## src/rtl/rxch_pkg.sv

```systemverilog
package rxch_pkg;

    localparam int HALF_W = 16;
    localparam int SLOT_W = 18;
    localparam int WORD_W = 2 * SLOT_W;
    localparam int PAD_W  = SLOT_W - HALF_W;

    typedef logic [HALF_W-1:0] half_t;
    typedef logic [WORD_W-1:0] word_t;

    // What the presented halfword means this cycle
    typedef enum logic [2:0] {
        XK_IDLE,    // nothing presented or not eligible
        XK_ZERO,    // zero length, consumed and dropped
        XK_OVER,    // length beyond buffer capacity, consumed and dropped
        XK_STARVE,  // no free buffer, not consumed, channel disarms
        XK_ACCEPT,  // length accepted, buffer claimed
        XK_DATA     // payload halfword of the packet in progress
    } xfer_kind_e;

    function automatic word_t pack_pair(half_t hi, half_t lo);
        return {{PAD_W{1'b0}}, hi, {PAD_W{1'b0}}, lo};
    endfunction

    function automatic word_t pack_upper(half_t hi);
        return pack_pair(hi, '0);
    endfunction

    function automatic logic is_consumed(xfer_kind_e k);
        return (k == XK_ZERO) || (k == XK_OVER) || (k == XK_ACCEPT) || (k == XK_DATA);
    endfunction

endpackage

```

## src/rtl/rxch_classify.sv

```systemverilog
module rxch_classify
    import rxch_pkg::*;
(
    input  logic       lnk_vld,
    input  half_t      lnk_data,
    input  logic       busy,
    input  logic       armed,
    input  logic       fq_vld,
    input  half_t      fq_cap,
    output xfer_kind_e kind,
    output logic       take,
    output logic       pop
);

    always_comb begin
        kind = XK_IDLE;
        if (lnk_vld) begin
            if (busy) begin
                kind = XK_DATA;
            end else if (armed) begin
                if (lnk_data == '0) begin
                    kind = XK_ZERO;
                end else if (!fq_vld) begin
                    kind = XK_STARVE;
                end else if (lnk_data > fq_cap) begin
                    kind = XK_OVER;
                end else begin
                    kind = XK_ACCEPT;
                end
            end
        end
    end

    assign take = is_consumed(kind);
    assign pop  = (kind == XK_ACCEPT);

endmodule

```

## src/rtl/rxch_arm.sv

```systemverilog
module rxch_arm
    import rxch_pkg::*;
(
    input  logic       clk,
    input  logic       rst,
    input  logic       wake,
    input  xfer_kind_e kind,
    output logic       armed
);

    always_ff @(posedge clk) begin
        if (rst) begin
            armed <= 1'b0;
        end else if (wake) begin
            armed <= 1'b1;
        end else if (kind == XK_STARVE) begin
            armed <= 1'b0;
        end
    end

    // arming only comes from a wake pulse
    a_r2_arm_needs_wake: assert property (@(posedge clk) disable iff (rst)
        $rose(armed) |-> $past(wake));

endmodule

```

## src/rtl/rxch_packer.sv

```systemverilog
module rxch_packer
    import rxch_pkg::*;
#(
    parameter int AW = 18
) (
    input  logic          clk,
    input  logic          rst,
    input  xfer_kind_e    kind,
    input  half_t         data,
    input  logic [AW-1:0] fq_addr,
    output logic          busy,
    output logic          mem_we,
    output logic [AW-1:0] mem_addr,
    output word_t         mem_wdata,
    output logic          done_vld,
    output logic [AW-1:0] done_addr
);

    localparam logic [HALF_W-1:0] ONE_LEFT = HALF_W'(1);
    localparam logic [AW-1:0]     ADDR_ONE = AW'(1);

    half_t         cnt;
    half_t         held;
    logic          phase;   // 1: a halfword is held awaiting its partner
    logic [AW-1:0] wptr;
    logic [AW-1:0] base;

    always_ff @(posedge clk) begin
        if (rst) begin
            busy      <= 1'b0;
            cnt       <= '0;
            held      <= '0;
            phase     <= 1'b0;
            wptr      <= '0;
            base      <= '0;
            mem_we    <= 1'b0;
            mem_addr  <= '0;
            mem_wdata <= '0;
            done_vld  <= 1'b0;
            done_addr <= '0;
        end else begin
            mem_we   <= 1'b0;
            done_vld <= 1'b0;
            case (kind)
                XK_ACCEPT: begin
                    busy      <= 1'b1;
                    cnt       <= data;
                    phase     <= 1'b0;
                    base      <= fq_addr;
                    wptr      <= fq_addr + ADDR_ONE;
                    mem_we    <= 1'b1;
                    mem_addr  <= fq_addr;
                    mem_wdata <= pack_upper(data);
                end
                XK_STARVE: begin
                    cnt <= '0;
                end
                XK_DATA: begin
                    cnt <= cnt - ONE_LEFT;
                    if (!phase) begin
                        held  <= data;
                        phase <= 1'b1;
                        if (cnt == ONE_LEFT) begin
                            mem_we    <= 1'b1;
                            mem_addr  <= wptr;
                            mem_wdata <= pack_upper(data);
                        end
                    end else begin
                        phase     <= 1'b0;
                        wptr      <= wptr + ADDR_ONE;
                        mem_we    <= 1'b1;
                        mem_addr  <= wptr;
                        mem_wdata <= pack_pair(held, data);
                    end
                    if (cnt == ONE_LEFT) begin
                        busy      <= 1'b0;
                        done_vld  <= 1'b1;
                        done_addr <= base;
                    end
                end
                default: ;
            endcase
        end
    end

    // a completed buffer is posted only alongside its last write
    a_r9_done_with_write: assert property (@(posedge clk) disable iff (rst)
        done_vld |-> mem_we);

    // leaving a packet always posts it
    a_r9_end_posts: assert property (@(posedge clk) disable iff (rst)
        $fell(busy) |-> done_vld);

    // the header write goes out as the packet starts
    a_r6_header_first: assert property (@(posedge clk) disable iff (rst)
        $rose(busy) |-> (mem_we && mem_addr == base));

    // the held partner never survives past the end of a packet
    a_r7_no_stale_half: assert property (@(posedge clk) disable iff (rst)
        !busy |-> !(phase && cnt != '0));

endmodule

```

## src/rtl/rxch_top.sv

```systemverilog
module rxch_top
    import rxch_pkg::*;
#(
    parameter int AW = 18
) (
    input  logic          clk,
    input  logic          rst,
    input  logic          wake,
    input  logic          lnk_vld,
    input  logic [15:0]   lnk_data,
    output logic          lnk_take,
    input  logic          fq_vld,
    input  logic [AW-1:0] fq_addr,
    input  logic [15:0]   fq_cap,
    output logic          fq_pop,
    output logic          mem_we,
    output logic [AW-1:0] mem_addr,
    output logic [35:0]   mem_wdata,
    output logic          done_vld,
    output logic [AW-1:0] done_addr
);

    xfer_kind_e kind;
    logic       busy;
    logic       armed;

    rxch_classify u_classify (
        .lnk_vld  (lnk_vld),
        .lnk_data (lnk_data),
        .busy     (busy),
        .armed    (armed),
        .fq_vld   (fq_vld),
        .fq_cap   (fq_cap),
        .kind     (kind),
        .take     (lnk_take),
        .pop      (fq_pop)
    );

    rxch_arm u_arm (
        .clk   (clk),
        .rst   (rst),
        .wake  (wake),
        .kind  (kind),
        .armed (armed)
    );

    rxch_packer #(.AW(AW)) u_packer (
        .clk       (clk),
        .rst       (rst),
        .kind      (kind),
        .data      (lnk_data),
        .fq_addr   (fq_addr),
        .busy      (busy),
        .mem_we    (mem_we),
        .mem_addr  (mem_addr),
        .mem_wdata (mem_wdata),
        .done_vld  (done_vld),
        .done_addr (done_addr)
    );

    // nothing is acknowledged unless presented
    a_r10_take_needs_vld: assert property (@(posedge clk) disable iff (rst)
        lnk_take |-> lnk_vld);

    // a zero length never claims a buffer
    a_r3_zero_no_pop: assert property (@(posedge clk) disable iff (rst)
        (lnk_vld && !busy && lnk_data == '0) |-> !fq_pop);

    // without a free buffer, a length is never consumed
    a_r5_starve_no_take: assert property (@(posedge clk) disable iff (rst)
        (lnk_vld && !busy && lnk_data != '0 && !fq_vld) |-> !lnk_take);

    // a pop only happens when an entry exists and the length is taken
    a_r6_pop_with_take: assert property (@(posedge clk) disable iff (rst)
        fq_pop |-> (fq_vld && lnk_take));

endmodule

```

## config.mk

```make
export PLATFORM = sky130hd
export DESIGN_NAME = rxch_top
export DESIGN_NICKNAME = d
export VERILOG_FILES = /design/src/rtl/rxch_pkg.sv /design/src/rtl/rxch_classify.sv /design/src/rtl/rxch_arm.sv /design/src/rtl/rxch_packer.sv /design/src/rtl/rxch_top.sv
export SDC_FILE = /design/constraint.sdc
export NUM_CORES = 1
export LEC_CHECK = 0
export ABC_AREA = 1
export BUFFER_PORTS_ARGS = -buffer_cell sky130_fd_sc_hd__buf_4
export CAP_MARGIN = 0
export CORE_MARGIN = 2
export CORE_UTILIZATION = 60
export DETAILED_ROUTE_END_ITERATION = 8
export PLACE_DENSITY = 0.92
export SYNTH_ARGS = -nofsm -noshare
export SYNTH_HDL_FRONTEND = slang
export SYNTH_SLANG_ARGS = --single-unit
```

## constraint.sdc

```tcl
create_clock -name clk -period 4 [get_ports clk]
set_clock_uncertainty 0.2 [all_clocks]
set_input_delay 0.6 -clock clk [delete_from_list [all_inputs] [get_ports clk]]
set_output_delay 0.6 -clock clk [all_outputs]
set_load 0.005 [all_outputs]
```

== Yosys cells after proc, flatten, opt, wreduce, memory -nomap -nowiden ==
Index checks and enable logic that the tools add are counted.

* Bits in registers: 145
* Input port bits: 55
* Output and inout bits: 76
* Logic and storage cells: 64

* Add/sub/neg operators: 3
* Magnitude comparators: 1
* Equal/unequal tests: 9
* Muxes and demuxes: 24
* Bitwise operators: 2
* Reduce and logical (&&, ||, !) cells: 13

{| class="wikitable"
|+ Operators by type and width
! kind !! count
|-
| 36-bit 2-to-1 mux || 2
|-
| 18-bit case mux with 2 select lines || 2
|-
| 36-bit case mux with 2 select lines || 1
|-
| 18-bit 2-to-1 mux || 3
|-
| 16-bit case mux with 3 select lines || 1
|-
| 18-bit by 1-bit adder with 18-bit output (second input constant) || 2
|-
| 3-bit 2-to-1 mux || 6
|-
| 16-bit by 1-bit equality test with 1-bit output (second input constant) || 1
|-
| 16-bit > comparator || 1
|-
| 16-bit logical NOT || 1
|-
| 16-bit by 1-bit subtractor with 16-bit output (second input constant) || 1
|-
| 2-bit AND reduction || 5
|-
| 3-bit by 2-bit equality test with 1-bit output (second input constant) || 2
|-
| 3-bit equality test (second input constant) || 2
|-
| 1-bit 2-to-1 mux || 6
|-
| 1-bit case mux with 2 select lines || 3
|-
| 2-bit by 1-bit inequality test with 1-bit output (second input constant) || 2
|-
| 2-bit nonzero test || 2
|-
| 3-bit by 1-bit equality test with 1-bit output (second input constant) || 1
|-
| 1-bit logical OR || 3
|-
| 3-bit by 1-bit inequality test with 1-bit output (second input constant) || 1
|-
| 3-bit nonzero test || 1
|-
| 1-bit inverter || 2
|-
| 2-bit OR reduction || 1
|}

== Depth between registers and ports, before layout ==
Gate-level depths: netlist (run 1).

* Depth after elaboration: 11
* Mapped depth: 20
* Depth with buffers taken out: 19

== Modules after synthesis ==
Synthesis (run 1) repeated with hierarchy kept, for this count alone.

* Cells, all modules: 1,033
* Area total of the unflattened synthesis: 6,911.6 µm²

{| class="wikitable"
|+ Modules (own cells, without submodules)
! module !! instances !! cells an instance !! area each (µm²) !! seq. area each (µm²)
|-
| rxch_packer || 1 || 929 || 6,287.3 || 2,802.7
|-
| rxch_classify || 1 || 98 || 571.8 || 0.0
|-
| rxch_arm || 1 || 6 || 52.6 || 20.0
|}

== Worst setup path after synthesis (run 1) ==
Ideal clock, no wire load.

* Kind: input to output
* Start point: in fq_cap[15]
* End point: out fq_pop
* Data arrival time: 1,900 ps
* Required time: 3,200 ps
* Path slack: 1,300 ps
* Cell stages on the path: 11
* Buffers on the path: 1
* Path through: inv_1 > ha_1 > nand2_1 > nor3_1 > nand3_1 > nand2_1 > nand2_1 > nor2_1 > nand3_2 > inv_1 > buf_2

* Cells in the longest elaborated chain, start to end: 8

{| class="wikitable"
|+ Ends and longest elaborated chain
! item !! line !! source
|-
| start: declaration || rxch_top.sv:14 || <nowiki>input logic [15:0] fq_cap,</nowiki>
|-
| 16-bit > comparator || rxch_classify.sv:25 || <nowiki>end else if (lnk_data > fq_cap) begin</nowiki>
|-
| 3-bit 2-to-1 mux || rxch_classify.sv:25 ||
|-
| 3-bit 2-to-1 mux || rxch_classify.sv:23 || <nowiki>end else if (!fq_vld) begin</nowiki>
|-
| 3-bit 2-to-1 mux || rxch_classify.sv:21 || <nowiki>if (lnk_data == '0) begin</nowiki>
|-
| 3-bit 2-to-1 mux || rxch_classify.sv:20 || <nowiki>end else if (armed) begin</nowiki>
|-
| 3-bit 2-to-1 mux || rxch_classify.sv:18 || <nowiki>if (busy) begin</nowiki>
|-
| 3-bit 2-to-1 mux || rxch_classify.sv:17 || <nowiki>if (lnk_vld) begin</nowiki>
|-
| 3-bit equality test || rxch_classify.sv:35 || <nowiki>assign pop = (kind == XK_ACCEPT);</nowiki>
|-
| end: declaration || rxch_top.sv:15 || <nowiki>output logic fq_pop,</nowiki>
|}

Every way passes these cells.

== Worst setup path in the final report (run 1) ==
* Start point: in lnk_data[15]
* End point: out fq_pop

* Cells in the longest elaborated chain, start to end: 8
* Elaborated cells between the ends (all ways): 9
* Those cells by class: order compare (1); eq/ne (1); mux (6); reduce/logical (1)

{| class="wikitable"
|+ Ends and longest elaborated chain
! item !! line !! source
|-
| start: declaration || rxch_top.sv:10 || <nowiki>input logic [15:0] lnk_data,</nowiki>
|-
| 16-bit > comparator || rxch_classify.sv:25 ||
|-
| 3-bit 2-to-1 mux || rxch_classify.sv:25 ||
|-
| 3-bit 2-to-1 mux || rxch_classify.sv:23 ||
|-
| 3-bit 2-to-1 mux (*) || rxch_classify.sv:21 ||
|-
| 3-bit 2-to-1 mux (*) || rxch_classify.sv:20 ||
|-
| 3-bit 2-to-1 mux (*) || rxch_classify.sv:18 ||
|-
| 3-bit 2-to-1 mux (*) || rxch_classify.sv:17 ||
|-
| 3-bit equality test (*) || rxch_classify.sv:35 ||
|}

Every way passes the cells marked *; elsewhere a longest branch is shown, timed or not.

==> results of run 1 <==
flip-flops by register name (all words and copies together) (netlist names):
signal,flops
u_arm.armed,1
u_packer.base,18
u_packer.busy,1
u_packer.cnt,16
u_packer.done_addr,18
u_packer.done_vld,1
u_packer.held,16
u_packer.mem_addr,18
u_packer.mem_wdata,32
u_packer.mem_we,1
u_packer.phase,1
u_packer.wptr,18
logic make-up (layout without fill, tap and decap cells):
logic type,Yosys count,in the layout,synth area share
AO/OA/AOI/OAI,171,171,0.1300
XOR/XNOR,18,18,0.02327
adder cells (fa/ha/maj),19,19,0.03509
buffers and inverters,136,251,0.08255
flip-flops,141,141,0.4166
other,1,4,0.0005535
AND/OR/NAND/NOR,513,513,0.3119
through the flow:
stage | hold WS (ns) | instances | worst slack, ns | cell area, µm²
2_1_floorplan | 0.2136 | 1002 | 1.300 | 6787
3_3_place_gp | 0.2248 | 1225 | 1.041 | 7750
3_5_place_dp | 0.2297 | 1225 | 0.9653 | 7750
4_1_cts | 0.1956 | 1257 | 0.9612 | 8328
5_1_grt | 0.1984 | 1257 | 0.8144 | 8328
6_report | 0.1969 | 1257 | 0.9285 | 8328
per-layer routing:
layer	vias up	routed length [µm]
met4	0	520
met3	51	1576
met1	3160	7370
li1	3384	-
met5	-	0
met2	303	9023
area by class of cell:
cell class	count	area, µm²
sequential	141	2823
fill	778	2608
tap	140	175.2
clock inverter	15	152.6
inverter	83	311.5
timing repair buffer	136	1033
multi-input combinational	725	3407
clock buffer	17	425.4
power breakdown:
group          leakage [nW]  internal, mW  total, mW  switching [mW]
Clock                 0.277         0.877       1.55           0.677
Combinational          2.46         0.170      0.429           0.260
Sequential             1.14          1.45       1.48          0.0302
final timing paths:
| check | startpoint | endpoint | slack [ns] | cells past startpoint |
|---|---|---|---|---|
| worst max-delay path | lnk_data[15] | fq_pop | 0.93 | 11 |
| worst min-delay path | wake | u_arm.armed$_SDFFE_PP0P_ | 0.20 | 3 |
| worst max register to register | u_packer.busy$_SDFFE_PP0P_ | u_packer.wptr[14]$_SDFFE_PP0P_ | 0.98 | 12 |
| worst min register to register | u_packer.wptr[1]$_SDFFE_PP0P_ | u_packer.wptr[1]$_SDFFE_PP0P_ | 0.24 | 2 |
Yosys cell counts, drive strengths merged:
master | instances | area (µm²)
a21o | 1 | 7.510
nand2 | 236 | 900.9
nor2 | 185 | 709.4
a21oi | 59 | 299.0
nor3 | 8 | 56.31
a21boi | 1 | 7.510
nand3 | 68 | 345.3
buf | 25 | 142.6
conb | 1 | 3.750
nand4 | 6 | 37.54
o21ai | 108 | 551.8
xor2 | 16 | 140.1
or2 | 8 | 50.05
nor4 | 1 | 6.260
nand3b | 1 | 7.510
inv | 82 | 307.8
clkbuf | 28 | 105.1
xnor2 | 2 | 17.52
ha | 19 | 237.7
o21a | 2 | 15.01
dfxtp | 141 | 2823
clkinv | 1 | 3.750
worst max-delay path, stage by stage:
cell	delay (ns)
buf_4	0.14
ha_1	0.29
nand2_1	0.09
nor3_1	0.25
nand3_1	0.11
nand2_1	0.11
nand2_1	0.10
nor2_1	0.13
nand3_2	0.13
inv_1	0.17
buf_4	0.14
==> summary.txt, run 1 <==
status: finished clean
Vias/cell: 5.488
met3 Use GR: 0.07466
Iter 0 DRT Violations: 626
Seq/Total Area, Yosys: 0.4166
gpl congestion: 0.8705
Max Slew Vio Count: 0
distinct cell type count after synthesis: 36
Min Clock Period, post-route: 3.072 ns
TritonCTS clock tree: done
# Post-CTS Setup Buffers: 0
CTS Hold Bufs: 0
Total Power: 3.462 mW
Die X: 110.3 µm
number of remaining DRC errors: 0
Total Routed Length: 18.49 mm
core footprint: 10940 µm²
H-tree depth: 4
# diodes: 0
leading cell type in the layout, fill and taps excluded: nand2_1
number of port buffers: 126
layout cells sized above 1: 0.1773
unrepaired setup endpoints after global routing: false
nets: 1178
grt peak-use layer: met2
drt wl/cell: 14.71 µm
antenna viol nets, final: 0
Fmax: 0.3256 GHz
clk buf depth: 2
max_cap viols: 0
clk slew on worst S/H paths: 0.06 ns
worst path required time: 3.20 ns
Crit path arrival time: 2.27 ns
LEAKAGE: 3.878 nW
worst skew pair latency: 0.42 ns
Site Rows: 38
global-route wire length before repair: 29.93 mm
Setup TNS: 0 ns
number of global-route vias before repair: 6549
syn avg cell area: 6.782 µm²
GR Layer Usage met1: 0.3671
post-CTS sizing: 0
initial core utilization: 0.6196
largest net degree at the start of global routing: 57
Least-Margin Pin Slew: 0.8643 ns
Root Driver: clkbuf_16
pwr dens: 415.7 nW/µm²
Max VDD drop: 339.8 µV
Synth Cell Area: 6775 µm²
grt ovf: 0
final worst-path cycle share: 0.7679
Syn-to-layout area delta: 22.92%
initial antenna violation count: 0
CTS Buf Count: 17
met2 Use GR: 0.5561
Die ar.: 12160 µm²
final setup violation count: 0
die height: 110.3 µm
Hold/Removal Path Class: in -> reg
Setup CP Type: in -> out
Final Hold Fails: 0
Worst Setup End Kind: output port
Total GRT Usage: 0.3162
clock tree sinks: 141
Finished Core Util: 0.7616
DP HPWL: 11.94 mm
DR vias: 6898
crit path max fanout: 6
# IOs: 131
FF+latch count, synth: 141
Cells after Synth: 999
leading cell types in the layout, fill and taps excluded: 232 x nand2_1, 180 x nor2_1, 141 x dfxtp_1, 135 x buf_4, 102 x o21ai_0
Worst setup SP type: input port
relative slew slack: 0.4230
drt first pass iters: 6
Yosys warning total: 0
(Power assumes the default switching activity.)
==> run 2: changes to the inputs <==
- ABC_AREA: 1 -> 0
- CORE_UTILIZATION: 60 -> 51
- PLACE_DENSITY: 0.92 -> 0.83
- clock period: 4 -> 2.45 ns (I/O delays scaled with it)
==> run 2 against run 1 <==
Net effect:
- the run now ends with setup timing left
- worst setup slack lost 1.1 ns
- utilization fell by 0.59 points
- combinational power increased by 140%
- first-iteration DRC count rose by 65%
- flip-flop and latch count stayed put
- sequential share of layout area shrank 6.8 points
- clock power grew 59%
- die area is 23% higher
- global-route usage up 0.061 points
- cell area grew 25%
- hold slack worse by 0.19 ns
- critical endpoint is now u_packer.mem_addr[12]$_SDFFE_PP0P_
- largest power group unchanged
==> summary.txt, run 2 <==
most numerous cell in the Yosys netlist: nand2_1
max_cap viols: 0 (unchanged)
nets: 1173 (-0.42%)
Least-Margin Pin Slew: 0.5966 ns (-0.2677 ns)
antenna viol nets, final: 0 (unchanged)
Final Hold Fails: 0 (unchanged)
Fmax: 0.3801 GHz
drt wl/cell: 20.68 µm (+41%)
Top Layer Used: met4
Die X: 122.2 µm (+11%)
number of global-route vias before repair: 7132 (+8.9%)
Gate power share: 0.171 (+0.047)
Site Rows: 43 (+13%)
placed cells: 1236 (+0.90%)
main area contributors after synthesis: dfxtp_1 40%, nand2_1 9.6%, a21oi_1 7.2%
Cells after Synth: 877 (-12%)
Die ar.: 14930 µm² (+23%)
number of remaining DRC errors: 0 (unchanged)
LEAKAGE: 4.139 nW (+6.7%)
Yosys warning total: 0 (unchanged)
Synth area leader: dfxtp_1
Root Driver: clkbuf_16
final setup violation count: 58 (+58)
Min Clock Period, post-route: 2.631 ns
slowest stage cell, crit path: a221o_1
clock network fraction of total power: 0.418 (-0.031)
Crit path arrival time: 2.75 ns (+0.48 ns)
Finished Core Util: 0.7556 (-0.005924)
leading cell type in the layout, fill and taps excluded: buf_4
max reg flops: 32 (unchanged)
clock tree sinks: 141 (unchanged)
status: complete, but fails checks
crit path max fanout: 8 (+2)
gpl congestion: 0.9745 (+12%)
number of port buffers: 126 (unchanged)
Iter 0 DRT Violations: 1036 (+65%)
clk buf depth: 2 (unchanged)
unrepaired setup endpoints after global routing: true
fin cells: 1290 (+2.6%)
worst path required time: 2.57 ns (-0.63 ns)
top-area cell type share of the netlist area: 0.3963 (-0.02034)
Syn-to-layout area delta: 46.11%
failing checks: setup timing
grt ovf: 0 (unchanged)
routed wl met3: 2.960 mm (+88%)
Vias/cell: 6.258 (+14%)
initial antenna violation count: 0 (unchanged)
worst skew pair latency: 0.43 ns (about the same)
global-route wire length before repair: 36.64 mm (+22%)
CTS Buf Count: 17 (unchanged)
clk slew on worst S/H paths: 0.06 ns (about the same)
Worst Setup End Kind: register
CP Cell Sequence: buf_4 > inv_2 > ha_4 > a211o_1 > o211ai_1 > nor3b_4 > nand4_1 > buf_6 > nand3_4 > a21oi_4 > buf_12 > clkbuf_16 > a221o_1
# IOs: 131 (unchanged)
worst setup margin: -0.1806 ns (-1.109 ns)
relative slew slack: 0.6023 (+0.1793)
H-tree depth: 4 (unchanged)
FF+latch count, synth: 141 (unchanged)
distinct cell type count after synthesis: 81 (+130%)
TritonCTS clock tree: done
core footprint: 13770 µm² (+26%)
die height: 122.2 µm (+11%)
worst slack at placement: -0.4356 ns (-1.401 ns)
Int Power: 4.294 mW (+72%)
Setup CP Type: in -> reg
met1 WL: 10.25 mm (+39%)
leading cell types in the layout, fill and taps excluded: 226 x buf_4, 179 x nand2_1, 141 x dfxtp_1, 82 x a21oi_1, 40 x nor2_1
layout cells sized above 1: 0.3694 (+0.1921)
Synth Flop Type: dfxtp_1
initial core utilization: 0.5172 (-0.1024)
Total Routed Length: 26.67 mm (+44%)
Max Slew Vio Count: 0 (unchanged)
Synth Cell Area: 7123 µm² (+5.1%)
synth cell count leaders: 183 x nand2_1, 141 x dfxtp_1, 103 x a21oi_1
Switching Share: 0.2699 (-0.009509)
# diodes: 0 (unchanged)
DP HPWL: 16.29 mm (+36%)
Max VDD drop: 464.6 µV (+37%)
Hold/Removal Path Class: in -> reg
Seq pwr share: 0.411 (-0.016)
Switch Pwr: 1.588 mW (+64%)
pwr dens: 565.2 nW/µm² (+36%)
Seq/Total Area, Yosys: 0.3963 (-0.02034)
Total GRT Usage: 0.3168 (+0.0006064)
DR vias: 8073 (+17%)
largest net degree at the start of global routing: 48 (-16%)
final worst-path cycle share: 1.074
Post-synth EDFFs: 0 (unchanged)
drt first pass iters: 5 (-1)
largest register by flop count: u_packer.mem_wdata
max incr delay on CP: 0.33 ns (+0.04 ns)
met2 WL post-DR: 12.14 mm (+35%)
syn avg cell area: 8.122 µm² (+20%)
ys async rst share: 0 (unchanged)
hold_ws: 0.008812 ns (-0.1881 ns)
Worst setup SP type: input port
[run 2: cell types whose count changed after synthesis, sizes merged, moves of 17 or more]
cell    change
nand2      -53
a21oi      +45
a22o       +17
a311oi     +19
o21ai      -77
nand3      -47
and3       +17
inv        -46
nor2      -139
[run 2: what timing repair did]
item,in CTS,in global routing
buffers inserted,4,13
gates cloned,0,5
hold buffers,4,0
pin swaps,7,35
endpoints found under the setup margin,4,97
resized for setup,20,102
endpoints found under the hold margin,4,0
[run 2: cell families (layout without fill, tap and decap cells)]
family | count (synthesis) | count (layout) | synth area share
AO/OA/AOI/OAI | 256 | 256 | 0.2563
XOR/XNOR | 21 | 21 | 0.02582
adder cells (fa/ha/maj) | 19 | 19 | 0.03337
buffers and inverters | 98 | 327 | 0.06113
flip-flops | 141 | 141 | 0.3963
multiplexers | 2 | 2 | 0.002811
other | 1 | 4 | 0.0005265
AND/OR/NAND/NOR | 339 | 340 | 0.2238
[run 2: layer usage]
metal  GRT usage  vias up
li1            -     3588
met1      0.4273     3760
met2      0.4934      580
met3     0.06320      145
met4      0.1365        0
met5           0        -
[run 2: cell type report]
cell class / instances / area [µm²]
well taps: 180 / 225.2
multi-input cells: 642 / 4422
fillers: 891 / 3366
clock inverters: 13 / 127.6
inverters: 36 / 155.1
flip-flops and latches: 141 / 2823
repair buffers: 261 / 2230
clock buffers: 17 / 425.4
[run 2: power by group through the flow]
stage / registers (mW) / clock network [mW] / logic, mW
global route: 2.42 / 2.58 / 1.07
global placement: 2.46 / 0 / 0.784
finish: 2.42 / 2.46 / 1.01
CTS: 2.41 / 2.46 / 0.842
detailed placement: 2.46 / 0 / 0.803
floorplan: 2.45 / 0 / 0.449
[run 2: per-stage QoR]
stage	instance area, µm²	power, mW	TNS, ns
after global placement	9020	3.240	-31.52
final	10410	5.882	-5.144
after CTS	9747	5.711	-0.2727
after detailed placement	9020	3.259	-35.87
after global routing	10410	6.071	-8.097
after floorplan	7298	2.896	-1.425
[run 2: worst max-delay path, delay by kind of cell]
kind,cells,cell delay (ns)
compound gates,4,0.89
buf+inv,5,0.68
fa+ha+maj,1,0.23
simple gates,3,0.58
[run 2: path summary, 6_finish.rpt]
check / depth (start not counted) / slack (ns) / from / to
min reg2reg: 2 / 0.25 / u_packer.base[14]$_SDFFE_PP0P_ / u_packer.done_addr[14]$_SDFFE_PP0P_
max: 13 / -0.18 / fq_cap[13] / u_packer.mem_addr[12]$_SDFFE_PP0P_
max reg2reg: 8 / -0.10 / u_packer.cnt[10]$_SDFFE_PP0P_ / u_packer.mem_addr[12]$_SDFFE_PP0P_
min: 3 / 0.009 / fq_addr[0] / u_packer.base[0]$_SDFFE_PP0P_
